## config.mk

```make
export PLATFORM = sky130hd
export DESIGN_NAME = manchester_frame_tx
export DESIGN_NICKNAME = d
export VERILOG_FILES = /design/src/rtl/manchester_frame_tx.sv
export SDC_FILE = /design/constraint.sdc
export NUM_CORES = 1
export LEC_CHECK = 0
export BUFFER_PORTS_ARGS = -buffer_cell sky130_fd_sc_hd__buf_2
export CAP_MARGIN = 20
export CORE_AREA = 2 2 88 111
export CTS_CLUSTER_DIAMETER = 50
export DETAILED_ROUTE_END_ITERATION = 7
export DIE_AREA = 0 0 90 113
export PLACE_DENSITY = 0.57
export SYNTH_ARGS = -nofsm -noshare
export SYNTH_HDL_FRONTEND = slang
export SYNTH_SLANG_ARGS = --single-unit
```

## constraint.sdc

```tcl
create_clock -name clk -period 9.4 [get_ports clk]
set_clock_uncertainty 0.2 [all_clocks]
set_input_delay 0.94 -clock clk [delete_from_list [all_inputs] [get_ports clk]]
set_output_delay 0.94 -clock clk [all_outputs]
set_load 0.02 [all_outputs]
```

## src/rtl/manchester_frame_tx.sv

```systemverilog
module manchester_frame_tx #(
  parameter int DATA_W = 16,
  parameter int DIV_W  = 16,
  localparam int LEN_W = (DATA_W > 1) ? $clog2(DATA_W) : 1
) (
  input  logic              clk,
  input  logic              rst_n,
  input  logic              in_valid,
  output logic              in_ready,
  input  logic [DATA_W-1:0] in_data,
  input  logic [LEN_W-1:0]  in_len,
  input  logic              in_conv,
  input  logic              in_msb_first,
  input  logic [1:0]        in_start_mode,
  input  logic [DIV_W-1:0]  half_div,
  output logic              line_o,
  output logic              hclk_o,
  output logic              busy_o,
  output logic              done_o
);

  typedef enum logic [1:0] {S_IDLE, S_START, S_DATA, S_STOP} st_t;

  st_t               st_q;
  logic              half_q;
  logic [DIV_W-1:0]  cnt_q, div_q;
  logic [LEN_W-1:0]  idx_q, len_q;
  logic [1:0]        stop_q;
  logic [DATA_W-1:0] data_q;
  logic              conv_q, msb_q, sval_q, done_q;

  wire tick   = (cnt_q == div_q);
  wire coded  = (st_q == S_START) || (st_q == S_DATA);
  wire [LEN_W-1:0] pos = msb_q ? (len_q - idx_q) : idx_q;
  wire bit_v  = (st_q == S_START) ? sval_q : data_q[pos];
  wire lvl    = bit_v ^ conv_q;

  assign line_o   = coded ? (half_q ? ~lvl : lvl) : 1'b1;
  assign hclk_o   = coded & ~half_q;
  assign busy_o   = (st_q != S_IDLE);
  assign in_ready = ~busy_o;
  assign done_o   = done_q;

  always_ff @(posedge clk or negedge rst_n) begin
    if (!rst_n) begin
      st_q   <= S_IDLE;
      half_q <= 1'b0;
      cnt_q  <= '0;
      div_q  <= '0;
      idx_q  <= '0;
      len_q  <= '0;
      stop_q <= '0;
      data_q <= '0;
      conv_q <= 1'b0;
      msb_q  <= 1'b0;
      sval_q <= 1'b0;
      done_q <= 1'b0;
    end else begin
      done_q <= 1'b0;
      if (st_q == S_IDLE) begin
        if (in_valid) begin
          data_q <= in_data;
          len_q  <= in_len;
          conv_q <= in_conv;
          msb_q  <= in_msb_first;
          sval_q <= (in_start_mode == 2'd2);
          div_q  <= half_div;
          cnt_q  <= '0;
          half_q <= 1'b0;
          idx_q  <= '0;
          stop_q <= '0;
          st_q   <= (in_start_mode == 2'd1 || in_start_mode == 2'd2) ? S_START : S_DATA;
        end
      end else if (tick) begin
        cnt_q  <= '0;
        half_q <= ~half_q;
        case (st_q)
          S_START: if (half_q) st_q <= S_DATA;
          S_DATA: if (half_q) begin
            if (idx_q == len_q) st_q <= S_STOP;
            else idx_q <= idx_q + 1'b1;
          end
          S_STOP: begin
            stop_q <= stop_q + 1'b1;
            if (stop_q == 2'd3) begin
              st_q   <= S_IDLE;
              done_q <= 1'b1;
            end
          end
          default: st_q <= S_IDLE;
        endcase
      end else begin
        cnt_q <= cnt_q + 1'b1;
      end
    end
  end

  assert_idle_high_R1: assert property (@(posedge clk) disable iff (!rst_n)
    !busy_o |-> (line_o && !hclk_o));

  assert_stop_high_R7: assert property (@(posedge clk) disable iff (!rst_n)
    (st_q == S_STOP) |-> (line_o && busy_o));

  assert_half_boundary_R8: assert property (@(posedge clk) disable iff (!rst_n)
    (busy_o && $past(busy_o) && $past(cnt_q != div_q)) |-> $stable(line_o));

  assert_done_pulse_R9: assert property (@(posedge clk) disable iff (!rst_n)
    done_o |-> (!busy_o && $past(busy_o)));

  assert_done_single_R9: assert property (@(posedge clk) disable iff (!rst_n)
    done_o |=> !done_o);

  assert_busy_ignores_R10: assert property (@(posedge clk) disable iff (!rst_n)
    (busy_o && $past(busy_o)) |-> ($stable(data_q) && $stable(len_q) && $stable(div_q)));

endmodule

```

## Word-level counts from Yosys, hierarchy flattened

Cells that the tools add are included.

| word-level totals | value |
|---|---|
| input port bits | 43 |
| output and inout port bits | 5 |
| word-level logic and storage cells | 84 |
| flip-flop bits (word level) | 65 |

| cells by class | value |
|---|---|
| muxes and demuxes | 35 |
| bitwise gates (word level) | 5 |
| $add $sub $neg | 4 |
| order comparisons | 1 |
| reduce and logical (&&, ||, !) cells | 13 |
| eq/ne operators | 14 |

Operators with widths:

| operator | number |
|---|---|
| 16-bit two-way mux | 3 |
| 4-bit two-way mux | 7 |
| 2-bit two-way mux | 12 |
| 16-bit by 1-bit adder with 16-bit output (second input constant) | 1 |
| 16-bit equality test | 1 |
| 1-bit two-way mux | 11 |
| 2-bit nonzero test | 5 |
| 2-bit equality test (second input constant) | 4 |
| 3-bit by 2-bit != test with 1-bit output (second input constant) | 2 |
| 2-bit one-hot mux with 3 select lines | 1 |
| 6-bit AND reduction | 1 |
| 4-bit by 5-bit less-than comparator with 1-bit output (second input constant) | 1 |
| 5-bit AND reduction | 1 |
| 4-bit by 1-bit adder with 4-bit output (second input constant) | 1 |
| 1-bit binary-select mux with 4-bit select | 1 |
| 2-bit by 1-bit equality test with 1-bit output (second input constant) | 2 |
| 4-bit equality test | 1 |
| 2-bit != test (second input constant) | 2 |
| 2-bit AND reduction | 2 |
| 4-bit subtractor | 1 |
| 3-bit by 1-bit != test with 1-bit output (second input constant) | 1 |
| 3-bit != test (second input constant) | 1 |
| 1-bit NOT | 3 |
| 3-bit AND reduction | 1 |
| 5 further kinds | 6 |

## Logic depth before layout (Yosys ltp)

Gate-level depths: netlist of run 1.

| logic depth | value |
|---|---|
| depth after elaboration | 9 |
| mapped depth | 10 |
| mapped depth without buffers | 10 |

## Worst setup path after synthesis of run 1

No wires, ideal clock.

| path | value |
|---|---|
| path kind | reg-to-output |
| from | reg idx_q[0] |
| to | out line_o |
| path slack | 5.194 ns |
| arrival | 3.066 ns |
| cell stages (with the launch flop) | 10 |
| required time | 8.260 ns |
| cell sequence | dfrtp_1 > ha_1 > inv_1 > fa_1 > xor2_1 > mux2i_1 > mux4_2 > a22oi_1 > o32ai_1 > nor4b_1 |

| on the way | value |
|---|---|
| cells in the longest elaborated chain, start to end | 9 |

RTL lines:

| item | RTL line | text |
|---|---|---|
| from (decl) | 27 | `logic [LEN_W-1:0] idx_q, len_q;` |
| from (signal assigned) | 81 | `else idx_q <= idx_q + 1'b1;` |
| 4-bit subtractor | 34 | `wire [LEN_W-1:0] pos = msb_q ? (len_q - idx_q) : idx_q;` |
| 4-bit two-way mux * | 34 |  |
| 1-bit binary-select mux with 4-bit select * | 35 | `wire bit_v = (st_q == S_START) ? sval_q : data_q[pos];` |
| 1-bit two-way mux (implied by the code) * | 35 |  |
| 1-bit two-way mux * | 35 |  |
| 1-bit XOR * | 36 | `wire lvl = bit_v ^ conv_q;` |
| 1-bit NOT | 38 | `assign line_o = coded ? (half_q ? ~lvl : lvl) : 1'b1;` |
| 1-bit two-way mux * (2 in series) | 38 |  |
| to (decl) | 16 | `output logic line_o,` |

Every way passes the cells marked *; elsewhere a longest branch is shown, timed or not. The select of a mux whose other input is x is not followed.

## Final worst setup path of run 1

Same ends and word-level chain as after synthesis.

==> results.sh, run 1 <==
export IMPL_gp_congestion=0.831
export IMPL_clk_latency_ps=320
export IMPL_crit_buf_inv=2
export IMPL_synth_top_area_share_pct=46.1
export IMPL_cp_top_family="multiplexers"
export IMPL_vias_per_cell=5.26
export IMPL_n_antenna_cell=0
export IMPL_ios=48
export IMPL_clk_pin_slew_ps=50
export IMPL_ys_types=53
export IMPL_drt_pass1_iter_count=4
export IMPL_core_sq_um=9080
export IMPL_max_clock_freq_mhz=222
export IMPL_finalCritPeriodShare_pct=48.0
export IMPL_ys_seq_area_share_pct=46.1
export IMPL_initial_core_util_pct=38.9
export IMPL_cpMaxStageDelayCell="mux4_2"
export IMPL_ff2ff_setup_slack_ps=6600
export IMPL_finalCriticalPeriod_ps=4510
export IMPL_drv_cap=0
export IMPL_grt_pass1_vias=2707
export IMPL_synth_ff_type="dfrtp_1"
export IMPL_synth_area_top_cells="dfrtp_1 46%, mux2_2 11%, xnor2_1 4.7%"
export IMPL_grt_max_degree=66
export IMPL_worstHoldPathType="reg -> reg"
export IMPL_wirelength_um=7950
export IMPL_layout_drive_gt1_share_pct=29.5
export IMPL_post_place_cells=489
export IMPL_design_area_sq_um=4160
export IMPL_synth_avg_cell_area_sq_um=10.6
export IMPL_startpoint="idx_q[0]"
export IMPL_synth_edff_count=0
export IMPL_final_core_util_pct=45.8
export IMPL_area_growth_pct=17.7
export IMPL_post_cts_setup_buffer_count=0
export IMPL_status="complete, no violations"
export IMPL_p_per_area_nw_per_um2=313
export IMPL_die_h_um=113
export IMPL_fin_tns_setup_ps=0
export IMPL_worst_r2r_startpoint="cnt_q[10]"
export IMPL_cts_buffer_depth=2
export IMPL_arrival_ps=3370
export IMPL_drcViolationCount=0
export IMPL_cp_endpoint="line_o"
export IMPL_dpl_instance_area_sq_um=3870
export IMPL_ys_seq_elements=65
export IMPL_crit_path_end_kind="primary output"
export IMPL_hold_buffers=0
export IMPL_track_usage_pct=16.5
export IMPL_antenna_found_initial=0
export IMPL_crit_required_ps=8260
export IMPL_path_cells="ha_1 -> inv_1 -> fa_1 -> xor2_1 -> mux2i_1 -> mux4_2 -> a22oi_1 -> o32ai_1 -> nor4b_1 -> buf_2"
export IMPL_rsz0062_at_grt="false"
export IMPL_syn_area_sq_um=3530
export IMPL_wl_per_cell_um=15.7
export IMPL_mostFrequentLayoutCell="dfrtp_1"
export IMPL_setup_viol=0
export IMPL_cellLeakagePower_nw=1.79
export IMPL_port_buffers=47
export IMPL_critPathMaxStageDelay_ps=580
export IMPL_finalHoldViolations=0
export IMPL_start_kind="flip-flop"
export IMPL_antenna_left=0
export IMPL_fin_nets=435
export IMPL_dp_hpwl_um=5750
export IMPL_drt_iter0_markers=110
export IMPL_syn_inst=332
export IMPL_cts_buffers=9
export IMPL_grt_pass1_wl_um=13400
export IMPL_cts_tree="built"
export IMPL_layout_common_cells="65 x dfrtp_1, 47 x buf_2, 36 x mux2_2, 28 x o21ai_0, 25 x nand2_1"
export IMPL_cts_resized=0
export IMPL_rows=39
export IMPL_synth_async_reset_ratio_pct=100
export IMPL_ir_worst_vdd_mv=0.115
export IMPL_cp_depth=10
export IMPL_fin_cells=506
export IMPL_rr_worst_depth=6
export IMPL_critical_path_class="reg -> out"
export IMPL_die_w_um=90
export IMPL_yosysWarnings=0
export IMPL_vias=2663
export IMPL_synth_top_cell_by_area="dfrtp_1"
export IMPL_relSlewSlack_pct=44.5
export IMPL_cts_sinks=65
export IMPL_worstMarginPinSlew_ps=833
export IMPL_htree_num_levels=3
export IMPL_syn_num_nets=388
export IMPL_slew_viol_final=0
export IMPL_reg2reg_to="idx_q[1]"
export IMPL_dieArea_sq_um=10200
export IMPL_cts_root_buf="clkbuf_16"
export IMPL_cp_max_fo=9
export IMPL_overflow=0
-- synth_stat cells, types with 2 or more instances --
cell and instances:
a21o_1 2, a21oi_1 9, a22oi_1 2, a31oi_1 5, a32o_1 2, and2_1 3
and3_1 5, buf_1 4, clkbuf_1 8, dfrtp_1 65, ha_1 12, inv_1 15
mux2_2 36, mux2i_1 5, mux4_2 2, nand2_1 25, nand2b_1 6, nand3_1 12
nand3b_1 2, nand4_1 8, nor2_1 16, nor3_1 4, nor4_1 2, o21ai_0 28
o31ai_1 6, o41ai_1 2, or2_2 2, xnor2_1 19
-- worst min path at each step --
stage,startpoint,endpoint,cells past startpoint
3_5_place_dp,cnt_q[15],cnt_q[15],1
3_3_place_gp,stop_q[1],stop_q[1],1
4_1_cts,cnt_q[15],cnt_q[15],1
5_1_grt,stop_q[1],stop_q[1],1
6_report,cnt_q[15],cnt_q[15],1
2_1_floorplan,cnt_q[15],cnt_q[15],1
-- power by group --
| group | switching (mW) | internal (mW) |
|---|---|---|
| clock | 0.114 | 0.182 |
| sequential | 0.0859 | 0.379 |
| combinational | 0.281 | 0.259 |
-- layout make-up --
type | count | area, sq um
clock buffer | 11 | 243
clock inverter | 4 | 20.0
fill | 906 | 4920
inverter | 15 | 56.3
multi-input combinational | 237 | 1780
sequential | 65 | 1630
tap | 123 | 154
timing repair buffer | 51 | 278
-- routing by layer --
metal | GRT usage (%) | vias up | wire length, um
met3 | 3.99 | 13 | 322
met1 | 19.3 | 1291 | 3310
li1 | - | 1297 | -
met4 | 6.05 | 0 | 127
met5 | 0 | - | 0
met2 | 29.5 | 62 | 4190
-- metrics by stage --
stage | hold slack (ps) | power (mW) | worst slack, ps
floorplan | 265 | 0.856 | 5190
global placement | 282 | 0.990 | 5340
detailed placement | 290 | 1.00 | 5270
CTS | 302 | 1.31 | 4910
global route | 312 | 1.40 | 4600
finish | 303 | 1.30 | 4890
-- cells by family after synthesis --
group | after synthesis | share of synthesized area (%)
flip-flops | 65 | 46.1
adder cells (fa/ha/maj) | 13 | 4.82
AO/OA/AOI/OAI | 67 | 12.3
XOR/XNOR | 21 | 5.42
multiplexers | 44 | 14.5
buffers and inverters | 30 | 3.54
AND/OR/NAND/NOR | 92 | 13.4
-- sequential cells by signal (all words and copies together), names as in the netlist, 2 cells and up --
| register | count |
|---|---|
| cnt_q | 16 |
| len_q | 4 |
| idx_q | 4 |
| data_q | 16 |
| div_q | 16 |
| st_q | 2 |
| stop_q | 2 |
Note: power is estimated with default switching activity, not from simulation.
==> run 2, diff against run 1 <==
- ABC_AREA: not set -> 1
- CORE_AREA: 2 2 88 111 -> 2 2 88 112
- DIE_AREA: 0 0 90 113 -> 0 0 90 114
- PLACE_DENSITY: 0.57 -> 0.58
- clock period: 9.4 -> 4.7 ns (I/O delays scaled with it)
==> results.sh, run 2 <==
export IMPL_total_power_mw=2.73
export IMPL_cts_buffer_depth=2
export IMPL_grt_max_degree=53
export IMPL_synth_area_top_cells="dfrtp_1 45%, mux2_2 9.1%, nand2_1 7.6%"
export IMPL_vias=2880
export IMPL_track_usage_pct=16.0
export IMPL_rows=40
export IMPL_layout_common_cells="72 x nand2_1, 65 x dfrtp_1, 47 x buf_2, 38 x nand3_1, 35 x inv_1"
export IMPL_crit_required_ps=4030
export IMPL_maxUsedRoutingLayer="met4"
export IMPL_ys_seq_elements=65
export IMPL_clk_pin_slew_ps=50
export IMPL_overflow=0
export IMPL_grt_pass1_wl_um=13200
export IMPL_gp_congestion=0.934
export IMPL_synth_top_area_share_pct=45.2
export IMPL_initial_core_util_pct=38.6
export IMPL_largest_registers="cnt_q x16, data_q x16, div_q x16"
export IMPL_crit_path_end_kind="primary output"
export IMPL_slew_viol_final=0
export IMPL_layout_drive_gt1_share_pct=27.1
export IMPL_design_area_sq_um=4350
export IMPL_syn_num_nets=452
export IMPL_arrival_ps=2550
export IMPL_drt_pass1_iter_count=4
export IMPL_mostFrequentLayoutCell="nand2_1"
export IMPL_m1WireLength_um=3300
export IMPL_die_h_um=114
export IMPL_grt_pass1_vias=2902
export IMPL_dp_hpwl_um=5680
export IMPL_syn_area_sq_um=3600
export IMPL_n_fill_cell=952
export IMPL_post_cts_setup_buffer_count=0
export IMPL_finalCriticalPeriod_ps=3220
export IMPL_start_kind="flip-flop"
export IMPL_synth_top_cell_by_area="dfrtp_1"
export IMPL_synth_edff_count=0
export IMPL_setup_viol=0
export IMPL_rsz0062_at_grt="false"
export IMPL_port_buffers=47
export IMPL_p_per_area_nw_per_um2=628
export IMPL_drv_cap=0
export IMPL_ys_types=37
export IMPL_wl_met3_um=308
export IMPL_area_growth_pct=21.0
export IMPL_worstHoldPathType="in -> reg"
export IMPL_cp_max_fo=7
export IMPL_antenna_found_initial=0
export IMPL_fin_nets=505
export IMPL_cts_buffers=9
export IMPL_cts_resized=0
export IMPL_clk_latency_ps=330
export IMPL_n_antenna_cell=0
export IMPL_critical_path_class="reg -> out"
export IMPL_cts_root_buf="clkbuf_16"
export IMPL_finalCritPeriodShare_pct=68.4
export IMPL_die_w_um=90
export IMPL_relSlewSlack_pct=48.2
export IMPL_synth_most_common_cell="nand2_1"
export IMPL_synth_async_reset_ratio_pct=100
export IMPL_drt_iter0_markers=82
export IMPL_multi_input_area_sq_um=1760
export IMPL_htree_num_levels=3
export IMPL_finalHoldViolations=0
export IMPL_cts_tree="built"
export IMPL_wirelength_um=7760
export IMPL_synth_cells_most_frequent="73 x nand2_1, 65 x dfrtp_1, 38 x nand3_1, 35 x inv_1, 29 x mux2_2"
export IMPL_max_clock_freq_mhz=311
export IMPL_ir_worst_vdd_mv=0.221
export IMPL_met2_length_um=4060
export IMPL_regArea_sq_um=1630
export IMPL_ios=48
export IMPL_drcViolationCount=0
export IMPL_worstMarginPinSlew_ps=774
export IMPL_cellLeakagePower_nw=2.04
export IMPL_yosysWarnings=0
export IMPL_dpl_instance_area_sq_um=3950
export IMPL_antenna_left=0
export IMPL_core_sq_um=9310
export IMPL_vias_per_cell=4.97
export IMPL_synth_ff_type="dfrtp_1"
export IMPL_wl_per_cell_um=13.4
export IMPL_syn_inst=396
export IMPL_cts_sinks=65
export IMPL_hold_buffers=0
export IMPL_synth_avg_cell_area_sq_um=9.08
export IMPL_fin_tns_setup_ps=0
export IMPL_ys_seq_area_share_pct=45.2
export IMPL_dieArea_sq_um=10300
export IMPL_status="complete, no violations"
run 2: changes by cell type in the layout (fill, tap and decap cells not counted), sizes merged, moves of 6 or more:
cell and change:
nand2 +56, o21ai -10, a21oi +9, inv +27
nand2b -6, nand3 +29, mux2 -8, nor2 +17
run 2: worst max-delay path, cell delays in order, from the launching register on:
cell	delay (ps)
dfrtp_1	450
ha_1	190
inv_1	60
fa_1	470
nand2_1	60
o21ai_2	130
inv_1	130
nand3_1	110
nand3_1	70
nand2_1	70
nand2_1	60
nand2_1	70
nand2_1	40
nand3_1	60
nand3_1	70
buf_2	170
run 2: path summary, 6_finish.rpt:
path / start / to / slack [ps] / depth (start not counted)
worst min register to register: stop_q[1] / stop_q[1] / 300 / 2
max in group asynchronous: rst_n / data_q[14] / 2950 / 4
min in group asynchronous: rst_n / data_q[4] / 500 / 2
worst max-delay path: idx_q[0] / line_o / 1480 / 15
worst min-delay path: half_div[1] / div_q[1] / 170 / 2
worst max register to register: st_q[0] / st_q[1] / 1990 / 10
run 2: power by group:
part	leakage (nW)	internal [mW]	switching, mW	total, mW
clock	0.166	0.531	0.239	0.771
sequential	0.806	0.757	0.141	0.898
combinational	1.06	0.455	0.611	1.07
run 2: cell type report:
type                            count  area share, %
Clock inverter                      5           2.36
Clock buffer                       11           5.58
Multi-Input combinational cell    279           40.4
Sequential cell                    65           37.4
Inverter                           43           3.71
Timing Repair Buffer               51           6.90
Tap cell                          126           3.62
run 2: cells by family (layout without fill, tap and decap cells):
kind of cell	after synthesis	count (layout)	share of synthesized area (%)
adder cells (fa/ha/maj)	13	13	4.73
multiplexers	29	29	9.08
flip-flops	65	65	45.2
AND/OR/NAND/NOR	170	170	22.6
buffers and inverters	52	110	5.92
AO/OA/AOI/OAI	44	44	6.82
XOR/XNOR	23	23	5.60
run 2: metrics by stage:
| stage | worst slack [ps] | instances | hold slack (ps) | util, % |
|---|---|---|---|---|
| 2_1_floorplan | 2120 | 396 | -25.6 | - |
| 3_3_place_gp | 1950 | 561 | 280 | 42.4 |
| 3_5_place_dp | 1870 | 561 | 284 | 42.4 |
| 4_1_cts | 1510 | 577 | 156 | 46.1 |
| 5_1_grt | 1240 | 580 | 167 | 46.7 |
| 6_report | 1480 | 580 | 168 | 46.7 |
run 2: routing by layer:
metal | track usage, % | up-vias
li1 | - | 1417
met1 | 18.6 | 1397
met2 | 28.7 | 56
met3 | 3.37 | 10
met4 | 6.77 | 0
met5 | 0 | -
==> run 3, diff against run 2 <==
- ABC_AREA: 1 -> 0
- CORE_AREA: 2 2 88 112 -> 2 2 88 111
- DIE_AREA: 0 0 90 114 -> 0 0 90 113
- PLACE_DENSITY: 0.58 -> 0.57
- clock period: 4.7 -> 3.1 ns (I/O delays scaled with it)
==> results.sh, run 3 (synthesis gave the netlist of run 1 again) <==
export IMPL_status="complete, but fails checks"
export IMPL_violations="negative setup slack"
export IMPL_finalHoldViolations=0
export IMPL_finalCritPeriodShare_pct=114
export IMPL_worstMarginPinSlew_ps=992
export IMPL_area_growth_pct=22.8
export IMPL_relSlewSlack_pct=33.1
export IMPL_wl_per_cell_um=15.2
export IMPL_clk_latency_ps=320
export IMPL_post_place_cells=499
export IMPL_dp_hpwl_um=5890
export IMPL_dieArea_sq_um=10200
export IMPL_gp_congestion=0.809
export IMPL_p_int_mw=2.57
export IMPL_max_clock_freq_mhz=282
export IMPL_finalCriticalPeriod_ps=3550
export IMPL_dpl_instance_area_sq_um=3980
export IMPL_drcViolationCount=0
export IMPL_pre_cts_ws_ps=-209
export IMPL_switching_power_mw=1.50
export IMPL_largest_registers="cnt_q x16, data_q x16, div_q x16"
export IMPL_switching_share_pct=36.9
export IMPL_drt_pass1_iter_count=5
export IMPL_layout_drive_gt1_share_pct=33.2
export IMPL_p_seq_share_pct=33.6
export IMPL_hp_start="half_div[11]"
export IMPL_n_antenna_cell=0
export IMPL_vias=2720
export IMPL_drt_iter0_markers=92
export IMPL_fin_nets=449
export IMPL_reg2reg_to="cnt_q[14]"
export IMPL_cts_root_buf="clkbuf_16"
export IMPL_rsz0062_at_grt="true"
export IMPL_cts_sinks=65
export IMPL_grt_max_degree=51
export IMPL_mostFrequentLayoutCell="dfrtp_1"
export IMPL_slew_viol_final=0
export IMPL_ff2ff_setup_slack_ps=280
export IMPL_antenna_left=0
export IMPL_vias_per_cell=5.22
export IMPL_setup_viol=1
export IMPL_n_fill_cell=895
export IMPL_combinationalPowerShare_pct=44.0
export IMPL_worstHoldPathType="in -> reg"
export IMPL_track_usage_pct=16.8
export IMPL_rr_worst_depth=7
export IMPL_ir_worst_vdd_mv=0.382
export IMPL_antenna_found_initial=0
export IMPL_grt_pass1_wl_um=13600
export IMPL_fin_cells=521
export IMPL_drv_cap=0
export IMPL_htree_num_levels=3
export IMPL_cts_buffers=9
export IMPL_initial_core_util_pct=38.9
export IMPL_fin_ws_ps=-448
export IMPL_worstHoldEndpoint="div_q[11]"
export IMPL_critical_path_class="reg -> out"
export IMPL_cts_buffer_depth=2
export IMPL_total_power_mw=4.07
export IMPL_ios=48
export IMPL_design_area_sq_um=4340
export IMPL_start_kind="flip-flop"
export IMPL_overflow=0
export IMPL_cp_max_fo=3
export IMPL_cts_tree="built"
export IMPL_min_path_cells=2
export IMPL_wirelength_um=7930
export IMPL_crit_path_end_kind="primary output"
export IMPL_crit_required_ps=2590
export IMPL_p_per_area_nw_per_um2=939
export IMPL_clk_pin_slew_ps=60
export IMPL_die_w_um=90
export IMPL_port_buffers=47
export IMPL_worst_r2r_startpoint="cnt_q[13]"
export IMPL_power_frac_clock_pct=22.4
export IMPL_grt_pass1_vias=2848
export IMPL_layout_common_cells="65 x dfrtp_1, 46 x buf_2, 36 x mux2_2, 28 x o21ai_0, 25 x nand2_1"
export IMPL_core_sq_um=9080
export IMPL_rows=39
export IMPL_cellLeakagePower_nw=1.86
export IMPL_die_h_um=113
export IMPL_arrival_ps=3040
[run 3: cell types whose count changed in the layout (fill, tap and decap cells not counted), moves of 6 or more]
cell      previous run  this run
inv_1               35        13
o21ai_1             17         1
nand2_2              8         0
buf_4                1        13
a21oi_1             18         9
nand2b_1             0         6
nand2_1             72        25
nor2_1              28        16
nand3_1             38        12
o21ai_0              1        28
mux2_2              29        36
[run 3: worst max-delay path by stage]
stage | cells after the start | from | to | slack [ps]
floorplan | 9 | idx_q[0] | line_o | -160
global placement | 11 | len_q[0] | line_o | -110
detailed placement | 11 | len_q[0] | line_o | -210
CTS | 11 | len_q[0] | line_o | -490
global route | 11 | len_q[0] | line_o | -630
finish | 11 | len_q[0] | line_o | -450
[run 3: layout make-up]
class / instances / area [sq um] / share of cell area (%)
clock buffers: 10 / 229 / 5.28
flip-flops and latches: 65 / 1630 / 37.5
repair buffers: 65 / 408 / 9.41
multi-input cells: 237 / 1820 / 42.0
clock inverters: 6 / 43.8 / 1.01
well taps: 123 / 154 / 3.55
inverters: 15 / 56.3 / 1.30
[run 3: power by group through the flow]
| stage | Combinational [mW] | Sequential (mW) | Clock, mW |
|---|---|---|---|
| 6_report | 1.79 | 1.37 | 0.912 |
| 3_5_place_dp | 1.73 | 1.39 | 0 |
| 2_1_floorplan | 1.30 | 1.32 | 0 |
| 5_1_grt | 1.98 | 1.41 | 0.990 |
| 3_3_place_gp | 1.68 | 1.39 | 0 |
| 4_1_cts | 1.77 | 1.37 | 0.948 |
[run 3: critical path, cell delays in order, from the launching register on]
cell and delay (ps):
dfrtp_1 370, inv_2 70, ha_4 130, inv_2 30, fa_2 320, xor2_1 150
mux2i_2 270, mux4_2 580, a22oi_2 210, o32ai_2 100, nor4b_2 310, buf_4 190
[run 3: metrics by stage]
stage               setup TNS [ps]  util [%]  hold WS (ps)
floorplan                     -157         -          -186
global placement              -110      43.9          65.3
detailed placement            -209      43.9          76.4
CTS                           -494      47.6          7.37
global route                  -634      47.8          10.9
finish                        -448      47.8          16.1
[run 3: timing repair]
action                     CTS  global route
pin swaps                    2             3
hold endpoints to repair    18             0
resized for setup            3             3
buffers inserted             1             1
setup endpoints to repair    1             1
hold buffers                 4             0
[run 3: routing by layer]
layer	routed length, um	GRT usage [%]	vias to the layer above
met4	119	5.33	0
met1	3380	19.4	1348
met2	4260	30.7	37
li1	-	-	1325
met5	0	0	-
met3	164	3.93	10
